===== src/rtl/srq_poll_pkg.sv =====
package srq_poll_pkg;

    localparam int unsigned RESP_W = 8;

    typedef enum logic [1:0] {
        ST_IDLE     = 2'd0,
        ST_ERR_PEND = 2'd1,
        ST_RDY_PEND = 2'd2
    } srq_state_e;

    typedef enum logic [1:0] {
        CAUSE_NONE = 2'd0,
        CAUSE_ERR  = 2'd1,
        CAUSE_RDY  = 2'd2
    } srq_cause_e;

endpackage


===== src/rtl/srq_poll_mode.sv =====
module srq_poll_mode (
    input  logic clk,
    input  logic rst_n,
    input  logic en_stb,
    input  logic dis_stb,
    output logic poll_on
);

    // Disable wins over enable when both strobes arrive in one cycle.
    always_ff @(posedge clk or negedge rst_n) begin
        if (!rst_n) begin
            poll_on <= 1'b0;
        end else if (dis_stb) begin
            poll_on <= 1'b0;
        end else if (en_stb) begin
            poll_on <= 1'b1;
        end
    end

endmodule


===== src/rtl/srq_cause_arb.sv =====
module srq_cause_arb
    import srq_poll_pkg::*;
#(
    parameter int unsigned CODE_W = 8
) (
    input  logic              err_evt,
    input  logic [CODE_W-1:0] err_code,
    input  logic              rdy_evt,
    input  logic              err_en,
    input  logic              rdy_en,
    output srq_cause_e        cause,
    output logic [CODE_W-1:0] cause_code
);

    logic err_ok;
    logic rdy_ok;

    assign err_ok = err_evt && err_en;
    assign rdy_ok = rdy_evt && rdy_en;

    // Error is ranked above ready.
    always_comb begin
        cause      = CAUSE_NONE;
        cause_code = '0;
        if (err_ok) begin
            cause      = CAUSE_ERR;
            cause_code = err_code;
        end else if (rdy_ok) begin
            cause = CAUSE_RDY;
        end
    end

endmodule


===== src/rtl/srq_fsm.sv =====
module srq_fsm
    import srq_poll_pkg::*;
#(
    parameter int unsigned CODE_W = 8
) (
    input  logic              clk,
    input  logic              rst_n,
    input  srq_cause_e        cause,
    input  logic [CODE_W-1:0] cause_code,
    input  logic              poll_on,
    input  logic              talk_addr,
    input  logic              byte_taken,
    output logic              srq,
    output logic [RESP_W-1:0] resp_byte
);

    srq_state_e        state_q;
    srq_state_e        state_d;
    logic [CODE_W-1:0] code_q;
    logic [CODE_W-1:0] code_d;
    logic              polled;
    logic              poll_read;
    logic [RESP_W-1:0] code_ext;

    assign polled    = poll_on && talk_addr;
    assign poll_read = polled && byte_taken;

    // State register and code holding register.
    always_ff @(posedge clk or negedge rst_n) begin
        if (!rst_n) begin
            state_q <= ST_IDLE;
            code_q  <= '0;
        end else begin
            state_q <= state_d;
            code_q  <= code_d;
        end
    end

    // Next-state logic: T_CAPTURE_ERR, T_CAPTURE_RDY, T_POLL_READ, T_HOLD.
    always_comb begin
        state_d = state_q;
        code_d  = code_q;
        unique case (state_q)
            ST_IDLE: begin
                if (cause == CAUSE_ERR) begin
                    state_d = ST_ERR_PEND;
                    code_d  = cause_code;
                end else if (cause == CAUSE_RDY) begin
                    state_d = ST_RDY_PEND;
                    code_d  = '0;
                end
            end
            ST_ERR_PEND, ST_RDY_PEND: begin
                if (poll_read) begin
                    state_d = ST_IDLE;
                    code_d  = '0;
                end
            end
            default: begin
                state_d = ST_IDLE;
                code_d  = '0;
            end
        endcase
    end

    always_comb begin
        code_ext               = '0;
        code_ext[CODE_W-1:0]   = code_q;
    end

    // Output logic.
    always_comb begin
        srq       = 1'b0;
        resp_byte = '0;
        unique case (state_q)
            ST_IDLE: begin
                srq = 1'b0;
            end
            ST_ERR_PEND: begin
                srq = 1'b1;
                if (polled) resp_byte = code_ext;
            end
            ST_RDY_PEND: begin
                srq = 1'b1;
            end
            default: begin
                srq = 1'b0;
            end
        endcase
    end

endmodule


===== src/rtl/srq_poll_responder.sv =====
module srq_poll_responder
    import srq_poll_pkg::*;
#(
    parameter int unsigned CODE_W = 8
) (
    input  logic              clk,
    input  logic              rst_n,
    input  logic              err_evt,
    input  logic [CODE_W-1:0] err_code,
    input  logic              rdy_evt,
    input  logic              err_irq_en,
    input  logic              rdy_irq_en,
    input  logic              poll_en_stb,
    input  logic              poll_dis_stb,
    input  logic              talk_addr,
    input  logic              byte_taken,
    output logic              srq,
    output logic [7:0]        resp_byte
);

    srq_cause_e        cause;
    logic [CODE_W-1:0] cause_code;
    logic              poll_on;

    generate
        if (CODE_W < 1 || CODE_W > RESP_W) begin : g_bad_width
            initial $error("CODE_W must lie in 1..8");
        end
    endgenerate

    srq_poll_mode u_mode (
        .clk     (clk),
        .rst_n   (rst_n),
        .en_stb  (poll_en_stb),
        .dis_stb (poll_dis_stb),
        .poll_on (poll_on)
    );

    srq_cause_arb #(.CODE_W(CODE_W)) u_arb (
        .err_evt    (err_evt),
        .err_code   (err_code),
        .rdy_evt    (rdy_evt),
        .err_en     (err_irq_en),
        .rdy_en     (rdy_irq_en),
        .cause      (cause),
        .cause_code (cause_code)
    );

    srq_fsm #(.CODE_W(CODE_W)) u_fsm (
        .clk        (clk),
        .rst_n      (rst_n),
        .cause      (cause),
        .cause_code (cause_code),
        .poll_on    (poll_on),
        .talk_addr  (talk_addr),
        .byte_taken (byte_taken),
        .srq        (srq),
        .resp_byte  (resp_byte)
    );

endmodule


===== config.mk =====
export PLATFORM = sky130hd
export DESIGN_NAME = srq_poll_responder
export DESIGN_NICKNAME = d
export VERILOG_FILES = /design/src/rtl/srq_poll_pkg.sv /design/src/rtl/srq_poll_mode.sv /design/src/rtl/srq_cause_arb.sv /design/src/rtl/srq_fsm.sv /design/src/rtl/srq_poll_responder.sv
export SDC_FILE = /design/constraint.sdc
export NUM_CORES = 1
export LEC_CHECK = 0
export CAP_MARGIN = 20
export CELL_PAD_IN_SITES_DETAIL_PLACEMENT = 1
export CELL_PAD_IN_SITES_GLOBAL_PLACEMENT = 2
export CORE_UTILIZATION = 23
export CTS_CLUSTER_SIZE = 30
export DETAILED_ROUTE_END_ITERATION = 10
export PLACE_DENSITY_LB_ADDON = 0.25
export SYNTH_ARGS = -nofsm -noshare
export SYNTH_HDL_FRONTEND = slang
export SYNTH_SLANG_ARGS = --single-unit
export TNS_END_PERCENT = 1

===== constraint.sdc =====
create_clock -name clk -period 2.1 [get_ports clk]
set_clock_uncertainty 0.05 [all_clocks]
set_input_delay 0.42 -clock clk [delete_from_list [all_inputs] [get_ports clk]]
set_output_delay 0.42 -clock clk [all_outputs]
set_load 0.005 [all_outputs]

==> results.tsv, run 1 <==
stage	metric	value	unit
drt	drt first pass iters	4	
floorplan	die height	49.7	µm
timing	fmax	504	MHz
finish	commonest non-fill, non-tap cell in the layout	clkdlybuf4s50_1	
clocking	total clock sinks	11	
critical_path	WP data arrival	1520	ps
timing	Slew Limit Fails	0	
critical_path	CP startpoint kind	flop	
grt	first-pass GRT wire length	2080	µm
logic_synthesis	Netlist cell types	17	
floorplan	initial core utilization	25.7	%
timing	Final setup viols	0	
logic_synthesis	synthesized flop and latch total	11	
timing	TNS Setup	0	ps
timing	setup ws final	114	ps
timing	worst rel slew slack	66.2	%
logic_synthesis	Cell Area, Synth	524	µm²
finish	multi-input logic area	246	µm²
finish	fin cells	102	
clocking	CTS clk-pin slew, worst paths	70	ps
finish	Filler Cell Count	238	
finish	# diodes	0	
drt	drt initial violations	2	
place	Cell Area, Placed	815	µm²
floorplan	Die X	49.7	µm
finish	commonest cells after routing, fill and taps aside	clkdlybuf4s50_1, dfrtp_1, and2_1, a22o_1, dlygate4sd2_1	
place	PortBufs	26	
logic_synthesis	Yosys top cell by area	dfrtp_1	
grt	vias in the first global route	436	
drt	DR WL/cell	12.7	µm
logic_synthesis	syn avg cell area	11.7	µm²
finish	P&R area growth vs syn	61.6	%
critical_path	kind of critical path	reg2out	
grt	GRT overflow	0	
outcome	run status	finished, final reports clean	
finish	Sequential cell area	275	µm²
clocking	CTS Buffer Depth	2	
timing	RSZ-0062 raised after global routing	false	
drt	final WL	1300	µm
grt	initial antenna violation count	0	
min_path	worst hold path type	in2async	
place	DP Worst Slack	-167	ps
drt	DRC	0	
critical_path	crit-path max FO	5	
finish	share of layout cells above drive strength 1	12.0	%
place	DP Cell Count	98	
place	DP Wirelength	961	µm
drt	ANT nets after route	0	
clocking	Clk Latency, worst-skew pair	260	ps
timing	Final Hold Viols	0	
logic_synthesis	top post-synthesis cells by area	dfrtp_1, a22o_1, and2_1, ha_1, buf_6	
logic_synthesis	Synth top area share	52.5	%
run	max-cap violation count	0	
drt	via count	461	
floorplan	io pins	27	
finish	post-route cell area	847	µm²
floorplan	die area	2470	µm²
clocking	H-tree Lvls	1	
clocking	postcts setup bufs	0	
place	global placement routability congestion	0.671	
drt	Vias per Instance	4.52	
timing	Final period util	94.6	%
floorplan	core area	2040	µm²
clocking	number of CTS-inserted buffers	3	
grt	total track usage	11.3	%
logic_synthesis	syn nets	65	
logic_synthesis	Syn Inst Count	45	
logic_synthesis	Synth Warn #	0	
timing	slew of the pin with the lowest slew margin	506	ps
power	VDD IR max	434	µV
timing	fin crit period	1990	ps
critical_path	Data required, critical path	1630	ps
grt	largest net degree at the start of global routing	12	
finish	nets@finish	96	
critical_path	crit path capture type	output port	
logic_synthesis	post-synthesis sequential area ratio	52.5	%
floorplan	Rows	16	
power	Lkg Pwr	0.411	nW
power	pwr dens	927	nW/µm²
clocking	CTS tree	yes	
finish	utilization after layout	41.5	%
clocking	Root Buffer Master	clkbuf_4	
[synthesized netlist by cell type (all sizes together)]
library cell	instances
dfrtp	11
and2	8
nand3	2
nand2	2
a32o	1
a22o	8
a21o	2
ha	2
a22oi	1
nor2	2
inv	2
a21oi	2
buf	1
and3	1
[power by group]
group | switching (mW) | leakage, nW | internal (mW)
sequential | 0.0383 | 0.147 | 0.289
combinational | 0.142 | 0.249 | 0.174
clock | 0.0682 | 0.0150 | 0.0733
[state kept, by name, summed over array words and instances (netlist names)]
signal / flops
u_fsm.state_q: 2
u_fsm.code_ext: 8
u_mode.poll_on: 1
[per-layer routing]
metal | vias up | share of wire, % | global-route usage (%)
met4 | 0 | 1.1 | 4.29
li1 | 223 | - | -
met1 | 222 | 47 | 15.3
met2 | 14 | 47 | 16.4
met5 | - | 0 | 0
met3 | 2 | 4.7 | 4.01
[worst max-delay path, stage by stage, from the launching register on]
cell	delay [ps]
dfrtp_1	370
inv_1	80
ha_4	300
clkdlybuf4s50_1	510
[path summary, 6_finish.rpt]
check	start	endpoint	slack, ps	depth (start not counted)
setup / recovery	u_fsm.state_q[0]	srq	110	3
hold / removal	rst_n	u_fsm.code_ext[5]	440	1
setup reg to reg	u_fsm.state_q[0]	u_fsm.code_ext[6]	650	4
hold reg to reg	u_fsm.code_ext[7]	u_fsm.code_ext[7]	440	1
max in group asynchronous	rst_n	u_fsm.state_q[1]	1220	1
min in group clk	u_fsm.code_ext[7]	u_fsm.code_ext[7]	440	1
[cell type report]
| cell class | instances | share of cell area, % |
|---|---|---|
| clock buffer | 4 | 3.10 |
| tap | 27 | 3.99 |
| inverter | 2 | 0.886 |
| multi-input combinational | 31 | 29.1 |
| timing repair buffer | 27 | 30.4 |
| sequential | 11 | 32.5 |
[repair_timing]
item | CTS | global route
resized for setup | 9 | 1
hold buffers | 0 | 0
gates cloned | 0 | 0
hold endpoints to repair | 0 | 0
pin swaps | 1 | 0
setup endpoints to repair | 8 | 1
[logic make-up after synthesis]
| kind of cell | after synthesis | share of synthesized area, % |
|---|---|---|
| AO/OA/AOI/OAI | 14 | 22.4 |
| adder cells (fa/ha/maj) | 2 | 4.77 |
| flip-flops | 11 | 52.5 |
| AND/OR/NAND/NOR | 15 | 16.7 |
| buffers and inverters | 3 | 3.58 |
[through the flow]
step / hold WS, ps / total power, mW
6_report: 444 / 0.785
5_1_grt: 457 / 0.845
4_1_cts: 449 / 0.763
3_5_place_dp: 425 / 0.620
3_3_place_gp: 426 / 0.615
2_1_floorplan: 74.4 / 0.524
Power figures use the tool's default switching activity.
==> run 2, diff against run 1 <==
SKIP_LAST_GASP = 1   (was not set)
==> run 2 against run 1 <==
  * The flow now finishes with violations (setup timing)
  * Critical endpoint is now resp_byte[7]
  * Clock power barely moved
  * Final area is 0.15% higher
  * Global-route usage unchanged
  * First-iteration DRC count up 50%
==> results.tsv, run 2 (synthesis gave the netlist of run 1 again) <==
stage	metric	value	unit
outcome	failing checks	setup timing	
finish	max reg flops	8	
finish	nets@finish	96	
floorplan	initial core utilization	25.7	%
clocking	H-tree Lvls	1	
drt	final WL	1250	µm
critical_path	crit path cell chain	clkdlybuf4s50_1 > and3_4 > and2_1 > clkdlybuf4s50_1	
drt	drt first pass iters	2	
clocking	CTS clk-pin slew, worst paths	70	ps
place	PortBufs	26	
timing	fin crit period	2230	ps
clocking	Root Buffer Master	clkbuf_4	
drt	via count	454	
floorplan	io pins	27	
critical_path	slowest library cell on the worst path	clkdlybuf4s50_1	
timing	Slew Limit Fails	0	
timing	Final period util	106	%
place	DP Wirelength	961	µm
power	Tot Pwr	757	µW
floorplan	Rows	16	
timing	Final setup viols	6	
clocking	CTS Buffer Depth	2	
critical_path	Data required, critical path	1630	ps
clocking	total clock sinks	11	
power	VDD IR max	356	µV
grt	GRT overflow	0	
clocking	CTS tree	yes	
critical_path	CP bufs+invs	2	
critical_path	WP data arrival	1760	ps
clocking	Clk Latency, worst-skew pair	260	ps
floorplan	die height	49.7	µm
timing	Final Hold Viols	0	
finish	utilization after layout	41.5	%
place	global placement routability congestion	0.671	
drt	DR WL/cell	12.2	µm
finish	# diodes	0	
finish	commonest non-fill, non-tap cell in the layout	clkdlybuf4s50_1	
timing	Hold WS	442	ps
finish	P&R area growth vs syn	61.8	%
grt	first-pass GRT wire length	2080	µm
floorplan	Die X	49.7	µm
drt	DRC	0	
finish	fin cells	102	
finish	post-route cell area	848	µm²
min_path	worst hold path type	in2async	
clocking	hold buffer count at CTS	0	
critical_path	Crit path max-delay family	buffers and inverters	
finish	commonest cells after routing, fill and taps aside	clkdlybuf4s50_1, dfrtp_1, and2_1, a22o_1, clkbuf_4	
power	pwr dens	892	nW/µm²
critical_path	crit-path max FO	8	
critical_path	Critical Path Most Common Cell	clkdlybuf4s50_1	
finish	share of layout cells above drive strength 1	13.3	%
timing	slew of the pin with the lowest slew margin	501	ps
timing	TNS Setup	-752	ps
power	Lkg Pwr	0.393	nW
grt	vias in the first global route	440	
grt	total track usage	11.3	%
critical_path	crit path capture type	output port	
clocking	number of CTS-inserted buffers	3	
timing	setup ws final	-132	ps
drt	Vias per Instance	4.45	
place	DP Worst Slack	-167	ps
floorplan	core area	2040	µm²
run	max-cap violation count	0	
floorplan	die area	2470	µm²
outcome	run status	finished, violations left	
critical_path	kind of critical path	in2out	
critical_path	CP startpoint kind	primary input	
drt	ANT nets after route	0	
drt	drt initial violations	3	
timing	fmax	448	MHz
place	DP Cell Count	98	
timing	worst rel slew slack	66.5	%
timing	RSZ-0062 raised after global routing	true	
finish	Filler Cell Count	234	
place	Cell Area, Placed	815	µm²
grt	largest net degree at the start of global routing	12	
grt	initial antenna violation count	0	
critical_path	critical path's largest stage delay	500	ps
==> run 2: cell types whose count changed in the layout (fill, tap and decap cells not counted) <==
cell             delta
clkdlybuf4s50_1     +6
inv_2               +1
ha_4                -1
dlymetal6s2s_1      +1
dlygate4sd2_1       -7
inv_1               -1
ha_2                +1
==> run 2: final cells by class <==
type,instances,area [µm²],share of cell area [%]
clock buffers,4,26.3,3.10
inverters,2,7.51,0.885
multi-input cells,31,236,27.9
flip-flops and latches,11,275,32.4
well taps,27,33.8,3.98
repair buffers,27,269,31.7
==> run 2: what timing repair did <==
item | 4_1_cts | 5_1_grt
endpoints found under the hold margin | 0 | 0
endpoints found under the setup margin | 8 | 8
gates resized for setup | 2 | 3
buffers inserted | 0 | 0
gates cloned | 0 | 0
pin swaps | 1 | 1
==> run 2: report_power, final <==
part           switching, mW  total [mW]  internal [mW]
combinational          0.131       0.285          0.154
sequential            0.0411       0.331          0.289
clock                 0.0679       0.141         0.0732
==> run 2: final timing paths <==
kind,start,end,slack [ps],depth (start not counted)
hold reg to reg,u_fsm.code_ext[7],u_fsm.code_ext[7],440,1
hold / removal,rst_n,u_fsm.code_ext[5],440,1
setup / recovery,talk_addr,resp_byte[7],-130,4
max in group asynchronous,rst_n,u_fsm.state_q[1],1220,1
min in group clk,u_fsm.code_ext[7],u_fsm.code_ext[7],440,1
setup reg to reg,u_fsm.state_q[0],u_fsm.code_ext[2],570,4
==> run 2: layer usage <==
metal / vias to the layer above / wire (µm) / track usage (%)
met3: 2 / 51 / 4.01
met2: 14 / 552 / 16.2
met4: 0 / 11 / 4.29
li1: 222 / - / -
met5: - / 0 / 0
met1: 216 / 630 / 15.5
